<file path="config.mk">
export PLATFORM = sky130hd
export DESIGN_NAME = fpa_issue
export DESIGN_NICKNAME = d
export VERILOG_FILES = /design/src/rtl/fpa_pkg.sv /design/src/rtl/fpa_arb.sv /design/src/rtl/fpa_lat_pipe.sv /design/src/rtl/fpa_div_track.sv /design/src/rtl/fpa_issue.sv
export SDC_FILE = /design/constraint.sdc
export NUM_CORES = 1
export LEC_CHECK = 0
export BUFFER_PORTS_ARGS = -buffer_cell sky130_fd_sc_hd__buf_2
export CORE_UTILIZATION = 40
export CTS_CLUSTER_DIAMETER = 100
export DETAILED_ROUTE_END_ITERATION = 10
export GPL_TIMING_DRIVEN = 0
export PLACE_DENSITY = 0.67
export SLEW_MARGIN = 0
export SYNTH_ARGS = -nofsm -noshare
export SYNTH_HDL_FRONTEND = slang
export SYNTH_HIERARCHICAL = 1
export SYNTH_SLANG_ARGS = --single-unit
export TNS_END_PERCENT = 1
</file>
<file path="constraint.sdc">
create_clock -name clk -period 2.9 [get_ports clk]
set_clock_uncertainty 0.2 [all_clocks]
set_input_delay 0.145 -clock clk [delete_from_list [all_inputs] [get_ports clk]]
set_output_delay 0.145 -clock clk [all_outputs]
set_load 0.005 [all_outputs]
</file>
<file path="src/rtl/fpa_pkg.sv">
package fpa_pkg;
  localparam int CLS_W = 3;

  localparam logic [CLS_W-1:0] C_ADD  = 3'd0;
  localparam logic [CLS_W-1:0] C_CMOV = 3'd1;
  localparam logic [CLS_W-1:0] C_BR   = 3'd2;
  localparam logic [CLS_W-1:0] C_MUL  = 3'd3;
  localparam logic [CLS_W-1:0] C_CPYS = 3'd4;
  localparam logic [CLS_W-1:0] C_DIV  = 3'd5;

  localparam logic P_A = 1'b0;
  localparam logic P_M = 1'b1;

  function automatic logic needs_a(input logic [CLS_W-1:0] c);
    return (c == C_ADD) || (c == C_CMOV) || (c == C_BR) || (c == C_DIV);
  endfunction

  function automatic logic needs_m(input logic [CLS_W-1:0] c);
    return c == C_MUL;
  endfunction

  function automatic logic known(input logic [CLS_W-1:0] c);
    return c <= C_DIV;
  endfunction
endpackage

</file>
<file path="src/rtl/fpa_arb.sv">
module fpa_arb
  import fpa_pkg::*;
(
  input  logic             s0_vld,
  input  logic [CLS_W-1:0] s0_cls,
  input  logic             s1_vld,
  input  logic [CLS_W-1:0] s1_cls,
  input  logic             div_busy,
  output logic             gnt0,
  output logic             pipe0,
  output logic             gnt1,
  output logic             pipe1
);
  logic ok0, ok1, s1_fixed_a;

  always_comb begin
    ok0 = s0_vld && known(s0_cls) && !((s0_cls == C_DIV) && div_busy);
    ok1 = s1_vld && known(s1_cls) && !((s1_cls == C_DIV) && div_busy)
          && (!s0_vld || ok0);
    s1_fixed_a = s1_vld && needs_a(s1_cls);

    gnt0  = ok0;
    pipe0 = P_A;
    if (ok0) begin
      if (needs_m(s0_cls))
        pipe0 = P_M;
      else if ((s0_cls == C_CPYS) && s1_fixed_a)
        pipe0 = P_M;
    end

    gnt1  = 1'b0;
    pipe1 = P_A;
    if (ok1) begin
      if (needs_a(s1_cls)) begin
        gnt1  = !(ok0 && (pipe0 == P_A));
        pipe1 = P_A;
      end else if (needs_m(s1_cls)) begin
        gnt1  = !(ok0 && (pipe0 == P_M));
        pipe1 = gnt1 ? P_M : P_A;
      end else begin
        gnt1  = 1'b1;
        pipe1 = (ok0 && (pipe0 == P_A)) ? P_M : P_A;
      end
    end
  end
endmodule

</file>
<file path="src/rtl/fpa_lat_pipe.sv">
module fpa_lat_pipe #(
  parameter int LONG_LAT  = 4,
  parameter int SHORT_LAT = 1
) (
  input  logic clk,
  input  logic rst_n,
  input  logic inj_long,
  input  logic inj_short,
  output logic res_vld
);
  localparam int D = LONG_LAT;

  logic [D-1:0] sr_q, sr_d;
  logic         en;

  always_comb begin
    sr_d = sr_q >> 1;
    if (inj_long)  sr_d[LONG_LAT-1]  = 1'b1;
    if (inj_short) sr_d[SHORT_LAT-1] = 1'b1;
    en = inj_long || inj_short || (|sr_q);
  end

  always_ff @(posedge clk or negedge rst_n) begin
    if (!rst_n)  sr_q <= '0;
    else if (en) sr_q <= sr_d;
  end

  assign res_vld = sr_q[0];

  // one instruction per pipe per cycle, so two injects never meet
  p_one_inject_r6: assert property (@(posedge clk) disable iff (!rst_n)
    !(inj_long && inj_short));
endmodule

</file>
<file path="src/rtl/fpa_div_track.sv">
module fpa_div_track #(
  parameter int SP_LAT = 15,
  parameter int DP_LAT = 22
) (
  input  logic clk,
  input  logic rst_n,
  input  logic issue,
  input  logic dbl,
  output logic busy,
  output logic done
);
  localparam int CW = $clog2(DP_LAT);

  logic [CW-1:0] cnt_q, cnt_d;
  logic          done_q, done_d;

  always_comb begin
    if (issue)
      cnt_d = dbl ? CW'(DP_LAT - 1) : CW'(SP_LAT - 1);
    else if (cnt_q != '0)
      cnt_d = cnt_q - 1'b1;
    else
      cnt_d = '0;
    done_d = (cnt_q == CW'(1));
  end

  always_ff @(posedge clk or negedge rst_n) begin
    if (!rst_n) begin
      cnt_q  <= '0;
      done_q <= 1'b0;
    end else begin
      cnt_q  <= cnt_d;
      done_q <= done_d;
    end
  end

  assign busy = cnt_q != '0;
  assign done = done_q;

  p_busy_after_issue_r8: assert property (@(posedge clk) disable iff (!rst_n)
    issue |=> busy);
  p_no_issue_busy_r10: assert property (@(posedge clk) disable iff (!rst_n)
    busy |-> !issue);
  p_done_frees_r9: assert property (@(posedge clk) disable iff (!rst_n)
    done |-> !busy);
endmodule

</file>
<file path="src/rtl/fpa_issue.sv">
module fpa_issue
  import fpa_pkg::*;
#(
  parameter int PIPE_LAT   = 4,
  parameter int BR_LAT     = 1,
  parameter int DIV_SP_LAT = 15,
  parameter int DIV_DP_LAT = 22
) (
  input  logic       clk,
  input  logic       rst_n,
  input  logic       s0_vld,
  input  logic [2:0] s0_cls,
  input  logic       s0_dbl,
  input  logic       s1_vld,
  input  logic [2:0] s1_cls,
  input  logic       s1_dbl,
  output logic       s0_gnt,
  output logic       s0_pipe,
  output logic       s1_gnt,
  output logic       s1_pipe,
  output logic       div_busy,
  output logic       a_res_vld,
  output logic       m_res_vld,
  output logic       div_res_vld
);
  localparam int NSLOT = 2;

  logic [NSLOT-1:0]       gnt, pipe, dblv;
  logic [CLS_W-1:0]       cls [NSLOT];
  logic [NSLOT-1:0]       a_long, a_short, m_long;
  logic                   div_go, div_dbl;
  logic [1:0]             res;

  fpa_arb u_arb (
    .s0_vld  (s0_vld),
    .s0_cls  (s0_cls),
    .s1_vld  (s1_vld),
    .s1_cls  (s1_cls),
    .div_busy(div_busy),
    .gnt0    (gnt[0]),
    .pipe0   (pipe[0]),
    .gnt1    (gnt[1]),
    .pipe1   (pipe[1])
  );

  assign cls[0]  = s0_cls;
  assign cls[1]  = s1_cls;
  assign dblv[0] = s0_dbl;
  assign dblv[1] = s1_dbl;

  for (genvar i = 0; i < NSLOT; i++) begin : g_slot
    assign a_long[i]  = gnt[i] && (pipe[i] == P_A) &&
                        ((cls[i] == C_ADD) || (cls[i] == C_CMOV) || (cls[i] == C_CPYS));
    assign a_short[i] = gnt[i] && (cls[i] == C_BR);
    assign m_long[i]  = gnt[i] && (pipe[i] == P_M);
  end

  always_comb begin
    div_go  = 1'b0;
    div_dbl = 1'b0;
    for (int i = 0; i < NSLOT; i++) begin
      if (gnt[i] && (cls[i] == C_DIV)) begin
        div_go  = 1'b1;
        div_dbl = dblv[i];
      end
    end
  end

  for (genvar p = 0; p < 2; p++) begin : g_pipe
    fpa_lat_pipe #(
      .LONG_LAT (PIPE_LAT),
      .SHORT_LAT(BR_LAT)
    ) u_lat (
      .clk      (clk),
      .rst_n    (rst_n),
      .inj_long (p == 0 ? (|a_long)  : (|m_long)),
      .inj_short(p == 0 ? (|a_short) : 1'b0),
      .res_vld  (res[p])
    );
  end

  fpa_div_track #(
    .SP_LAT(DIV_SP_LAT),
    .DP_LAT(DIV_DP_LAT)
  ) u_div (
    .clk  (clk),
    .rst_n(rst_n),
    .issue(div_go),
    .dbl  (div_dbl),
    .busy (div_busy),
    .done (div_res_vld)
  );

  assign s0_gnt    = gnt[0];
  assign s0_pipe   = pipe[0];
  assign s1_gnt    = gnt[1];
  assign s1_pipe   = pipe[1];
  assign a_res_vld = res[0];
  assign m_res_vld = res[1];

  p_in_order_r7: assert property (@(posedge clk) disable iff (!rst_n)
    (s1_gnt && s0_vld) |-> s0_gnt);
  p_pipe_excl_r6: assert property (@(posedge clk) disable iff (!rst_n)
    (s0_gnt && s1_gnt) |-> (s0_pipe != s1_pipe));
  p_branch_lat_r3: assert property (@(posedge clk) disable iff (!rst_n)
    (s0_gnt && (s0_cls == C_BR)) |=> a_res_vld);
  p_bad_code_r11: assert property (@(posedge clk) disable iff (!rst_n)
    (s0_cls > C_DIV) |-> !s0_gnt);
endmodule

</file>
After elaboration in Yosys (flattened, before gate mapping) --
Cells that the tools add are included.
Storage, ports and cells: flip-flop bits (word level) 14, input bits 12, output and inout port bits 8
Operators by class: add/subtract/negate cells 1, magnitude comparators 2, equal/unequal tests 11, mux-type cells 21, bitwise operators 2, reductions and logical operators 42
Operators by type and width (count):
- $logic_and A1 B1 Y1 | 19
- $mux W1 | 18
- $mux W5 | 3
- $eq A3 B2 Y1 const B | 4
- $eq A3 B3 Y1 const B | 4
- $logic_or A1 B1 Y1 | 10
- $reduce_or A4 Y1 | 2
- $eq A3 B1 Y1 const B | 2
- $le A3 B3 Y1 const B | 2
- $logic_not A3 Y1 | 2
- $reduce_or A2 Y1 | 3
- $eq A5 B1 Y1 const B | 1
- $logic_not A1 Y1 | 5
- $reduce_bool A5 Y1 | 1
- $sub A5 B1 Y5 const B | 1
- $not A1 Y1 | 2

Depth between registers and ports, before layout --
Gate-level depths: netlist (run 1).
depth after elaboration 21, depth in mapped cells 11, gate-level depth less buffers 11

Hierarchy --
The synthesis (run 1) kept the hierarchy.
By module, submodules not included:
- fpa_div_track | instances 1, cells each 30, area each 331.6 um^2, seq. area each 150.1 um^2
- fpa_lat_pipe | instances 2, cells each 8, area each 117.6 um^2, seq. area each 100.1 um^2
- fpa_arb | instances 1, cells each 17, area each 135.1 um^2, seq. area each 0.0 um^2
- fpa_issue | instances 1, cells each 17, area each 112.6 um^2, seq. area each 0.0 um^2

Worst setup path after synthesis (run 1) --
No wires, ideal clock.
path kind flip-flop to flip-flop, start point register u_div.cnt_q[0], end point register u_div.cnt_q[4], setup time 0.126 ns, arrival 2.313 ns, path slack 0.261 ns, cell stages (with the launch flop) 11, path buffers 0, cell sequence dfrtp_1 > inv_1 > ha_1 > nand3_1 > a21o_2 > a21boi_4 > nand2_1 > o311a_1 > nand4b_1 > nand2_1 > o311a_1
Between the ends: elaborated cells between the ends (all ways) 28
RTL lines:
- start, declared | line fpa_div_track.sv:14 | logic [CW-1:0] cnt_q, cnt_d;
- start signal, assigned | line fpa_div_track.sv:32 | cnt_q <= cnt_d;
- $reduce_bool A5 Y1 * | line fpa_div_track.sv:37 | assign busy = cnt_q != '0;
- named net div_busy | line fpa_issue.sv:21 | output logic div_busy,
- $logic_and A1 B1 Y1 * | line fpa_arb.sv:17 | ok0 = s0_vld && known(s0_cls) && !((s0_cls == C_DIV) && div_busy);
- $logic_not A1 Y1 * | line fpa_arb.sv:17
- $logic_and A1 B1 Y1 * | line fpa_arb.sv:17
- named net s0_gnt | line fpa_issue.sv:17 | output logic s0_gnt,
- $mux W1 | line fpa_arb.sv:24 | if (ok0) begin
- $logic_and A1 B1 Y1 or $not A1 Y1 (tied branches) | line fpa_arb.sv:38, fpa_arb.sv:35
- [2 not listed]
- $mux W1 | line fpa_arb.sv:34 | if (needs_a(s1_cls)) begin
- $mux W1 * | line fpa_arb.sv:33 | if (ok1) begin
- named net s1_gnt | line fpa_issue.sv:19 | output logic s1_gnt,
- $logic_and A1 B1 Y1 * | line fpa_issue.sv:62 | if (gnt[i] && (cls[i] == C_DIV)) begin
- $mux W1 * | line fpa_issue.sv:62
- named net div_go | line fpa_issue.sv:31 | logic div_go, div_dbl;
- $mux W5 * | line fpa_div_track.sv:18 | if (issue)
- named net u_div.cnt_d[4] | line fpa_div_track.sv:14
Mark *: on every way through the listed nets, which the timed path passes. The rest lies on a longest branch. A chain may end at the register's enable or synchronous reset.

Final worst setup path (run 1) --
start point register u_div.cnt_q[0], end point register u_div.cnt_q[4]
Between the ends: word-level cells in the longest chain between the ends 14, elaborated cells between the ends (all ways) 28
Ends and longest elaborated chain:
- $reduce_bool A5 Y1 * | line fpa_div_track.sv:37
- $logic_and A1 B1 Y1 | line fpa_arb.sv:17
- $logic_not A1 Y1 | line fpa_arb.sv:17
- $logic_and A1 B1 Y1 | line fpa_arb.sv:17
- $mux W1 | line fpa_arb.sv:24
- $logic_and A1 B1 Y1 or $not A1 Y1 (tied branches) | line fpa_arb.sv:38, fpa_arb.sv:35
- $logic_not A1 Y1 or $logic_and A1 B1 Y1 (tied branches) | line fpa_arb.sv:38, fpa_arb.sv:35
- $mux W1 or $logic_not A1 Y1 (tied branches) | line fpa_arb.sv:37, fpa_arb.sv:35
- $mux W1 | line fpa_arb.sv:34
- $mux W1 | line fpa_arb.sv:33
- $logic_and A1 B1 Y1 | line fpa_issue.sv:62
- $mux W1 * | line fpa_issue.sv:62
- named net div_dbl | line fpa_issue.sv:31
- $mux W5 * | line fpa_div_track.sv:19 | cnt_d = dbl ? CW'(DP_LAT - 1) : CW'(SP_LAT - 1);
- $mux W5 * | line fpa_div_track.sv:18
- named net u_div.cnt_d[4] | line fpa_div_track.sv:14
Marked as above.

==> results of run 1 <==
## what timing repair did
action                                  CTS  global route
setup buffers                             0             2
resized for setup                         1             7
endpoints found under the hold margin    14             0
hold buffers                              1             0
pin swaps                                 0             3
endpoints found under the setup margin    1             5
## metal layers
| metal | GRT usage [%] | wire length [um] | vias to the layer above |
|---|---|---|---|
| li1 | - | - | 332 |
| met1 | 24.0 | 797 | 349 |
| met2 | 28.1 | 881 | 22 |
| met3 | 6.92 | 95 | 0 |
| met4 | 3.43 | 0 | 0 |
| met5 | 0 | 0 | - |
## worst max-delay path by stage
stage              startpoint             end  slack (ns)  cells past startpoint
2_1_floorplan  u_div/cnt_q[0]  u_div/cnt_q[4]        0.26                     10
4_1_cts        u_div/cnt_q[0]  u_div/cnt_q[4]        0.03                     11
3_5_place_dp   u_div/cnt_q[0]  u_div/cnt_q[4]        0.02                     11
5_1_grt        u_div/cnt_q[0]  u_div/cnt_q[4]       0.006                     11
6_report       u_div/cnt_q[0]  u_div/cnt_q[4]        0.15                     11
3_3_place_gp   u_div/cnt_q[0]  u_div/cnt_q[4]        0.07                     11
## worst register-to-register path, delay by kind of cell, from the launching register on
family	cells	cell delay (ns)
buffers and inverters	1	0.10
adder cells (fa/ha/maj)	1	0.16
AO/OA/AOI/OAI	4	0.98
flip-flops	1	0.43
multiplexers	1	0.24
AND/OR/NAND/NOR	4	0.57
## state kept, by name, indices dropped and copies added (netlist names)
| register | flops |
|---|---|
| g_pipe.u_lat/sr_q | 8 |
| u_div/cnt_q | 5 |
| u_div/done | 1 |
## power breakdown
part | internal [mW] | total [mW] | switching (mW) | leakage, nW
registers | 0.242 | 0.293 | 0.0508 | 0.178
logic | 0.135 | 0.272 | 0.137 | 0.306
clock network | 0.0764 | 0.138 | 0.0620 | 0.0210
total | 0.453 | 0.703 | 0.250 | 0.505
## synthesized netlist by cell type, drive strengths merged, types with 2 or more instances
master	count	area, um^2
dfrtp	14	350
nand2	9	33.8
inv	7	26.3
clkbuf	6	22.5
o21ai	5	36.3
ha	3	37.5
a21oi	2	10.0
nand3	2	10.0
nand3b	2	15.0
nand4b	2	17.5
nand4bb	2	22.5
o311a	2	20.0
o31ai	2	15.0
or2	2	12.5
## cell type report
cell class,count,area share [%]
clock buffers,4,3.49
inverters,7,2.53
plain buffers,6,2.17
flip-flops and latches,14,33.7
multi-input cells,53,43.5
well taps,25,3.01
repair buffers,22,11.6
## cells by family (layout without fill, tap and decap cells)
group | after synthesis | count (layout) | share of synthesized area (%)
AOI/OAI and AO/OA | 18 | 18 | 19.7
xor gates and xnor gates | 1 | 1 | 1.08
adders and majority gates | 3 | 3 | 4.61
buffers and inverters | 13 | 39 | 5.99
DFF | 14 | 14 | 43.0
muxes | 2 | 2 | 3.07
other | 1 | 1 | 0.460
and+or+nand+nor | 28 | 28 | 22.1
## cells in the final DEF, fill, tap and decap left out, types with 2 or more instances in the layout
cell type,count
buf_2,19
dfrtp_1,14
nand2_1,8
clkbuf_1,6
inv_1,5
clkbuf_4,3
o21ai_2,3
nand3b_1,2
nand4bb_1,2
o31ai_1,2
nand4b_1,2
or2_1,2
buf_4,2
a21oi_1,2
inv_2,2
ha_1,2
==> results by group, run 1 <==
Status
  – Status: finished clean

CTS
  – CTS H-Tree Depth: 1
  – Root Buffer: clkbuf_4
  – Clock buffer depth: 2
  – Insertion delay to the later sink of the worst-skew pair: 0.28 ns
  – Clock buffer count from CTS: 3
  – Reg clk slew, reported paths: 0.09 ns
  – CTS tree: built
  – Clock Sinks: 14

Floorplanning
  – Die Y: 47.1 um
  – I/O pin total: 20
  – Chip Width: 47.1 um
  – Die area: 2220 um^2
  – Core box area: 1820 um^2
  – Num rows: 15
  – Starting Density: 44.7%

Power and ir drop
  – Lkg Pwr: 0.505 nW
  – VDD IR-drop max: 0.627 mV
  – PwrDens: 677 nW/um^2
  – Pwr Total: 0.703 mW

Synth
  – Synth Flop Type: dfrtp_1
  – Synthesized cell area: 815 um^2
  – Post-synthesis sequential area ratio: 43.0%
  – Avg Cell Area, Syn: 10.2 um^2
  – Yosys cell types: 36
  – Ys Warns: 6
  – Seq cells post-synth: 14
  – Post-Synthesis Cells: 80
  – Post-synth EDFFs: 0
  – Synthesized netlist net count: 95
  – Ys async rst share: 100%

GRT
  – Gr ovfl total: 0
  – Largest net degree at the start of global routing: 15
  – Number of antenna violations at the first check in global routing: 0
  – Tot GR Track Use: 18.0%
  – Vias in the first global route: 629
  – First-pass GRT wire length: 2730 um

Placed design
  – Placed Instance Area: 941 um^2
  – Worst slack, placed: 0.0224 ns
  – Dpl hpwl: 1300 um
  – Port-buffer cells: 19
  – Placed insts: 124
  – RD Place Congestion: 0.810

STA
  – Slew Viols, Final: 0
  – Final setup fails: 0
  – RSZ-0062 raised after global routing: no
  – Final min period: 2.75 ns
  – Final total negative setup slack: 0 ns
  – Final worst slack: 0.155 ns
  – Max Freq: 364 MHz
  – Final Hold Viols: 0
  – Fin Hold WS: 0.0279 ns
  – Tcrit/Tclk final: 94.7%

Layout
  – Nets@finish: 122
  – Share of layout cells above drive strength 1: 39.6%
  – N_diodes: 0
  – Area Overhead vs Synth: 27.5%
  – Sequential cell area: 350 um^2
  – Area of the multi-input gates: 452 um^2
  – Post-Layout Cell Count: 131
  – Cell area after layout: 1040 um^2
  – Post-layout util: 57.0%
  – Filler cells: 169

Hold path
  – Min-delay src: s1_dbl
  – Min-Delay Endpoint: u_div/cnt_q[0]
  – Worst hold path type: input pin to register
  – Hold path cells: 5

Detailed routing
  – DRC viols: 0
  – Vias post-DR: 703
  – Via density: 5.37
  – Routed wire length per instance: 13.5 um
  – Detailed Route Iter0 Violations: 20
  – DR pass1 iterations: 4
  – Final WL: 1770 um
  – DRT antenna net count: 0

Worst setup path
  – Crit path kind: register to register
  – R2R Path Start: u_div/cnt_q[0]
  – Bufs and invs on worst path: 1
  – Crit end category: register
  – Critical-path maximum fanout: 5
  – Slowest-stage cell, CP: dfrtp_1
  – Startpoint types: register
  – CP Cell Sequence: inv_2, ha_4, nand3_2, a21o_2, a21boi_4, nand2_2, o311a_4, nand4b_1, mux2i_1, or2b_1, o311a_1
  – R2R Setup Slk: 0.15 ns
  – Reg2Reg Depth: 11
  – R2r endpoint: u_div/cnt_q[4]
  – Crit-path max cell delay: 0.43 ns
  – CP required: 2.93 ns
  – Cell family with most CP delay: compound AO/OA/AOI/OAI gates
  – Critical path arrival: 2.77 ns

Job
  – Max_cap viols: 0
No activity file was read; power rests on OpenSTA's default activity.
==> run 2: changes to the inputs <==
- CTS_BUF_LIST: not set -> sky130_fd_sc_hd__clkbuf_8
==> run 2 against run 1 <==
Against the previous run: fmax rose by 0.32%; combinational power barely moved; sequential power barely moved; critical path depth did not move; clock-buffer cell count did not move.
==> results by group, run 2 (synthesis gave the netlist of run 1 again) <==
Status
  – Status: finished clean

GRT
  – Largest net degree at the start of global routing: 15
  – Vias in the first global route: 655
  – Gr ovfl total: 0
  – Number of antenna violations at the first check in global routing: 0
  – Tot GR Track Use: 19.4%
  – First-pass GRT wire length: 2880 um

Layout
  – N_diodes: 0
  – Area Overhead vs Synth: 29.8%
  – Most frequent cells in the layout: buf_2 (19), dfrtp_1 (14), nand2_1 (8), clkbuf_1 (6), inv_1 (5)
  – Nets@finish: 122
  – Share of layout cells above drive strength 1: 39.6%
  – Reg with most FFs: g_pipe.u_lat/sr_q
  – Number of flip-flops in the largest register: 8
  – Filler cells: 166
  – Commonest non-fill, non-tap cell in the layout: buf_2
  – Post-Layout Cell Count: 131

Worst setup path
  – Startpoint types: register
  – Critical path arrival: 2.72 ns
  – Critical-path maximum fanout: 5
  – Slowest-stage cell, CP: dfrtp_1
  – Crit-path max cell delay: 0.42 ns
  – Critical Path Start: u_div/cnt_q[0]
  – CP Cell Sequence: inv_2, ha_4, nand3_2, a21o_2, a21boi_4, nand2_2, o311a_4, nand4b_1, mux2i_1, or2b_1, o311a_1
  – CP required: 2.89 ns
  – Crit path kind: register to register
  – R2R Path Start: u_div/cnt_q[0]
  – Crit end category: register

Power and ir drop
  – PwrDens: 713 nW/um^2
  – Lkg Pwr: 0.513 nW
  – P_int: 0.498 mW
  – Sequential power share: 38.9%
  – Power share of the clock group: 24.8%
  – VDD IR-drop max: 0.569 mV
  – Switching Fraction: 34.0%
  – Net Switching: 0.256 mW
  – Combinational share of power: 36.3%
  – Pwr Total: 0.754 mW

Job
  – Max_cap viols: 0

STA
  – Final Hold Viols: 0
  – Final min period: 2.74 ns
  – Slew Viols, Final: 0
  – Tcrit/Tclk final: 94.4%
  – RSZ-0062 raised after global routing: no
  – Max Freq: 365 MHz
  – Final setup fails: 0
  – Final total negative setup slack: 0 ns

Floorplanning
  – Chip Width: 47.1 um
  – Starting Density: 44.7%
  – Core box area: 1820 um^2
  – Die area: 2220 um^2
  – I/O pin total: 20
  – Num rows: 15
  – Die Y: 47.1 um

Detailed routing
  – DRT antenna net count: 0
  – Final WL: 1870 um
  – Vias post-DR: 699
  – Routed wire length per instance: 14.2 um
  – DRC viols: 0
  – Via density: 5.34
  – Detailed Route Iter0 Violations: 18
  – DR pass1 iterations: 4

Hold path
  – Worst hold path type: input pin to register
  – Min-delay src: s1_dbl

CTS
  – Clock buffer count from CTS: 3
  – Clock Sinks: 14
  – Root Buffer: clkbuf_8
  – Reg clk slew, reported paths: 0.06 ns
  – Clock buffer depth: 2
  – CTS tree: built
  – Insertion delay to the later sink of the worst-skew pair: 0.25 ns
  – CTS H-Tree Depth: 1

Placed design
  – Port-buffer cells: 19
  – RD Place Congestion: 0.810
  – Placed insts: 124
  – Dpl hpwl: 1300 um
==> run 2: changes by cell type in the layout (fill, tap and decap cells not counted) <==
cell and change:
clkbuf_4 -3, clkbuf_8 +3
==> run 2: layout make-up <==
class | instances | area [um^2] | share of cell area [%]
Buffer | 6 | 22.5 | 2.13
Tap cell | 25 | 31.3 | 2.96
Inverter | 7 | 26.3 | 2.49
Multi-Input combinational cell | 53 | 452 | 42.7
Sequential cell | 14 | 350 | 33.1
Clock buffer | 4 | 55.1 | 5.21
Timing Repair Buffer | 22 | 120 | 11.4
==> run 2: stage by stage <==
step	setup WS [ns]	util, %	cell area, um^2	hold slack [ns]
2_1_floorplan	0.261	-	815	-0.351
3_3_place_gp	0.0712	51.7	941	-0.148
3_5_place_dp	0.0224	51.7	941	-0.143
4_1_cts	0.0341	55.4	1010	0.0646
5_1_grt	0.0102	58.1	1060	0.129
6_report	0.164	58.1	1060	0.0733
==> run 2: worst max-delay path: cells and delay by family, from the launching register on <==
kind	cells	cell delay (ns)
buffers and inverters	1	0.10
DFF	1	0.42
adders and majority gates	1	0.16
muxes	1	0.25
AOI/OAI and AO/OA	4	0.98
and+or+nand+nor	4	0.56
==> run 2: final timing paths <==
kind / end / cells after the start / slack [ns]
hold reg to reg: g_pipe[0].u_lat/sr_q[0] / 1 / 0.23
hold / removal: u_div/cnt_q[0] / 5 / 0.07
max in group asynchronous: g_pipe[0].u_lat/sr_q[1] / 2 / 2.11
min in group asynchronous: u_div/cnt_q[2] / 2 / 0.14
setup reg to reg: u_div/cnt_q[4] / 11 / 0.16
setup / recovery: u_div/cnt_q[4] / 11 / 0.16
==> run 2: metal layers <==
layer	GRT usage [%]	up-vias	share of wire [%]
met5	0	-	0
met4	6.29	0	0
met3	6.15	0	3.2
met2	31.4	14	51
met1	24.7	351	46
li1	-	334	-
==> run 2: power groups by stage <==
stage | clock network (mW) | registers [mW] | logic (mW)
global route | 0.205 | 0.299 | 0.306
floorplan | 0 | 0.281 | 0.163
finish | 0.187 | 0.293 | 0.274
detailed placement | 0 | 0.289 | 0.223
CTS | 0.193 | 0.286 | 0.230
global placement | 0 | 0.288 | 0.213
==> run 2: repair_timing <==
item	CTS	global route
endpoints found under the hold margin	14	0
setup buffers	0	2
resized for setup	1	7
pin swaps	0	3
hold buffers	1	0
endpoints found under the setup margin	1	5
==> run 3: changes to the inputs <==
- CTS_BUF_LIST: sky130_fd_sc_hd__clkbuf_8 -> sky130_fd_sc_hd__clkbuf_4 sky130_fd_sc_hd__clkbuf_8
- PLACE_DENSITY: 0.67 -> not set
- PLACE_DENSITY_LB_ADDON: not set -> 0.1
- SKIP_LAST_GASP: not set -> 1
==> run 3 against run 2 <==
Against the previous run: sequential cell count is the same; global-route usage shrank 2.4 points; via count decreased by 2.7%; total power fell by 6.2%; combinational power up 3%; clock power shrank 28%; first-iteration DRC count fell by 72%; sequential share of layout area up 0.16 points; highest routed layer is now met4; final cell count increased by 2.3%; critical endpoint unchanged.
==> results by group, run 3 (synthesis gave the netlist of run 1 again) <==
Power and ir drop
  – P_int: 0.468 mW
  – Net Switching: 0.240 mW
  – Combinational share of power: 39.8%
  – Switching Fraction: 33.9%
  – Sequential power share: 41.1%
  – Pwr Total: 0.707 mW
  – Lkg Pwr: 0.515 nW
  – VDD IR-drop max: 0.514 mV
  – PwrDens: 672 nW/um^2
  – Power share of the clock group: 19.1%

Worst setup path
  – Critical path arrival: 2.73 ns
  – Crit-path max cell delay: 0.42 ns
  – Crit path kind: register to register
  – CP Cell Sequence: inv_2, ha_4, nand3_2, a21o_2, a21boi_4, nand2_2, o311a_1, nand4b_1, mux2i_1, or2b_1, o311a_1
  – Slowest-stage cell, CP: dfrtp_1
  – CP required: 2.91 ns
  – Critical-path maximum fanout: 5
  – Cell family with most CP delay: compound AO/OA/AOI/OAI gates
  – Crit end category: register
  – Most common cell on crit path: o311a_1
  – Bufs and invs on worst path: 1
  – Startpoint types: register

Floorplanning
  – Die area: 2220 um^2
  – Chip Width: 47.1 um
  – Core box area: 1820 um^2
  – I/O pin total: 20
  – Num rows: 15
  – Die Y: 47.1 um
  – Starting Density: 44.7%

CTS
  – CTS H-Tree Depth: 1
  – Clock Sinks: 14
  – Clock buffer count from CTS: 3
  – Reg clk slew, reported paths: 0.08 ns
  – Clock buffer depth: 2
  – CTS tree: built
  – Root Buffer: clkbuf_4
  – Insertion delay to the later sink of the worst-skew pair: 0.27 ns

Layout
  – Commonest non-fill, non-tap cell in the layout: buf_2
  – Filler cells: 173
  – Number of flip-flops in the largest register: 8
  – Cell area after layout: 1050 um^2
  – Area Overhead vs Synth: 29.2%
  – Reg with most FFs: g_pipe.u_lat/sr_q
  – Nets@finish: 125
  – Share of layout cells above drive strength 1: 41.3%
  – Most frequent cells in the layout: buf_2 (19), dfrtp_1 (14), nand2_1 (7), clkbuf_1 (6)
  – N_diodes: 0

Placed design
  – RD Place Congestion: 0.764
  – Port-buffer cells: 19
  – Worst slack, placed: -0.0456 ns
  – Dpl hpwl: 1170 um
  – Placed Instance Area: 941 um^2

STA
  – Tcrit/Tclk final: 93.6%
  – Final Hold Viols: 0
  – Final min period: 2.71 ns
  – Final worst slack: 0.186 ns
  – Final setup fails: 0
  – Max Freq: 368 MHz
  – Fin Hold WS: 0.0920 ns
  – Slew Viols, Final: 0

GRT
  – Vias in the first global route: 603
  – Tot GR Track Use: 17.0%
  – First-pass GRT wire length: 2590 um
  – Number of antenna violations at the first check in global routing: 0
  – Gr ovfl total: 0
  – Largest net degree at the start of global routing: 15

Hold path
  – Worst hold path type: input pin to async pin

Detailed routing
  – Vias post-DR: 680
  – DR pass1 iterations: 4
  – Routed wire length per instance: 11.2 um
  – Detailed Route Iter0 Violations: 5
  – DRC viols: 0
  – DRT antenna net count: 0
  – Final WL: 1500 um
  – Via density: 5.07

Status
  – Status: finished clean

Job
  – Max_cap viols: 0
[run 3: layer usage]
layer  wire length (um)  global-route usage (%)
met3                 38                    2.31
met4                 19                    8.57
met1                738                    23.8
met5                  0                       0
met2                706                    25.6
[run 3: layout make-up]
class,count,area (um^2),area share [%]
multi-input combinational,53,443,42.1
sequential,14,350,33.3
timing repair buffer,25,143,13.6
clock buffer,4,36.3,3.45
tap,25,31.3,2.97
inverter,7,26.3,2.50
buffer,6,22.5,2.14
[run 3: power by group through the flow]
stage               clock network (mW)  logic (mW)  registers, mW
global placement                     0       0.213          0.289
global route                     0.151       0.324          0.299
detailed placement                   0       0.219          0.289
floorplan                            0       0.163          0.281
CTS                              0.144       0.232          0.286
finish                           0.135       0.282          0.290
[run 3: repair_timing]
item                       in CTS  in global routing
gates cloned                    0                  0
setup endpoints to repair       4                  4
hold buffers                    1                  0
resized for setup               3                  5
hold endpoints to repair       14                  0
buffers inserted                2                  3
pin swaps                       2                  1
[run 3: final timing paths]
check	from	endpoint	slack, ns	cells past startpoint
max	u_div/cnt_q[0]	u_div/cnt_q[4]	0.19	11
min	rst_n	u_div/cnt_q[3]	0.09	2
max reg2reg	u_div/cnt_q[0]	u_div/cnt_q[4]	0.19	11
min reg2reg	g_pipe[1].u_lat/sr_q[3]	g_pipe[1].u_lat/sr_q[2]	0.23	1
max in group asynchronous	rst_n	g_pipe[1].u_lat/sr_q[1]	2.17	2
min in group clk	s1_cls[1]	g_pipe[0].u_lat/sr_q[3]	0.10	4
[run 3: through the flow]
step / std cells / util [%] / setup TNS [ns]
6_report: 134 / 57.8 / 0
4_1_cts: 131 / 55.6 / 0
5_1_grt: 134 / 57.8 / -0.00185
3_3_place_gp: 124 / 51.7 / 0
2_1_floorplan: 80 / - / 0
3_5_place_dp: 124 / 51.7 / -0.0598
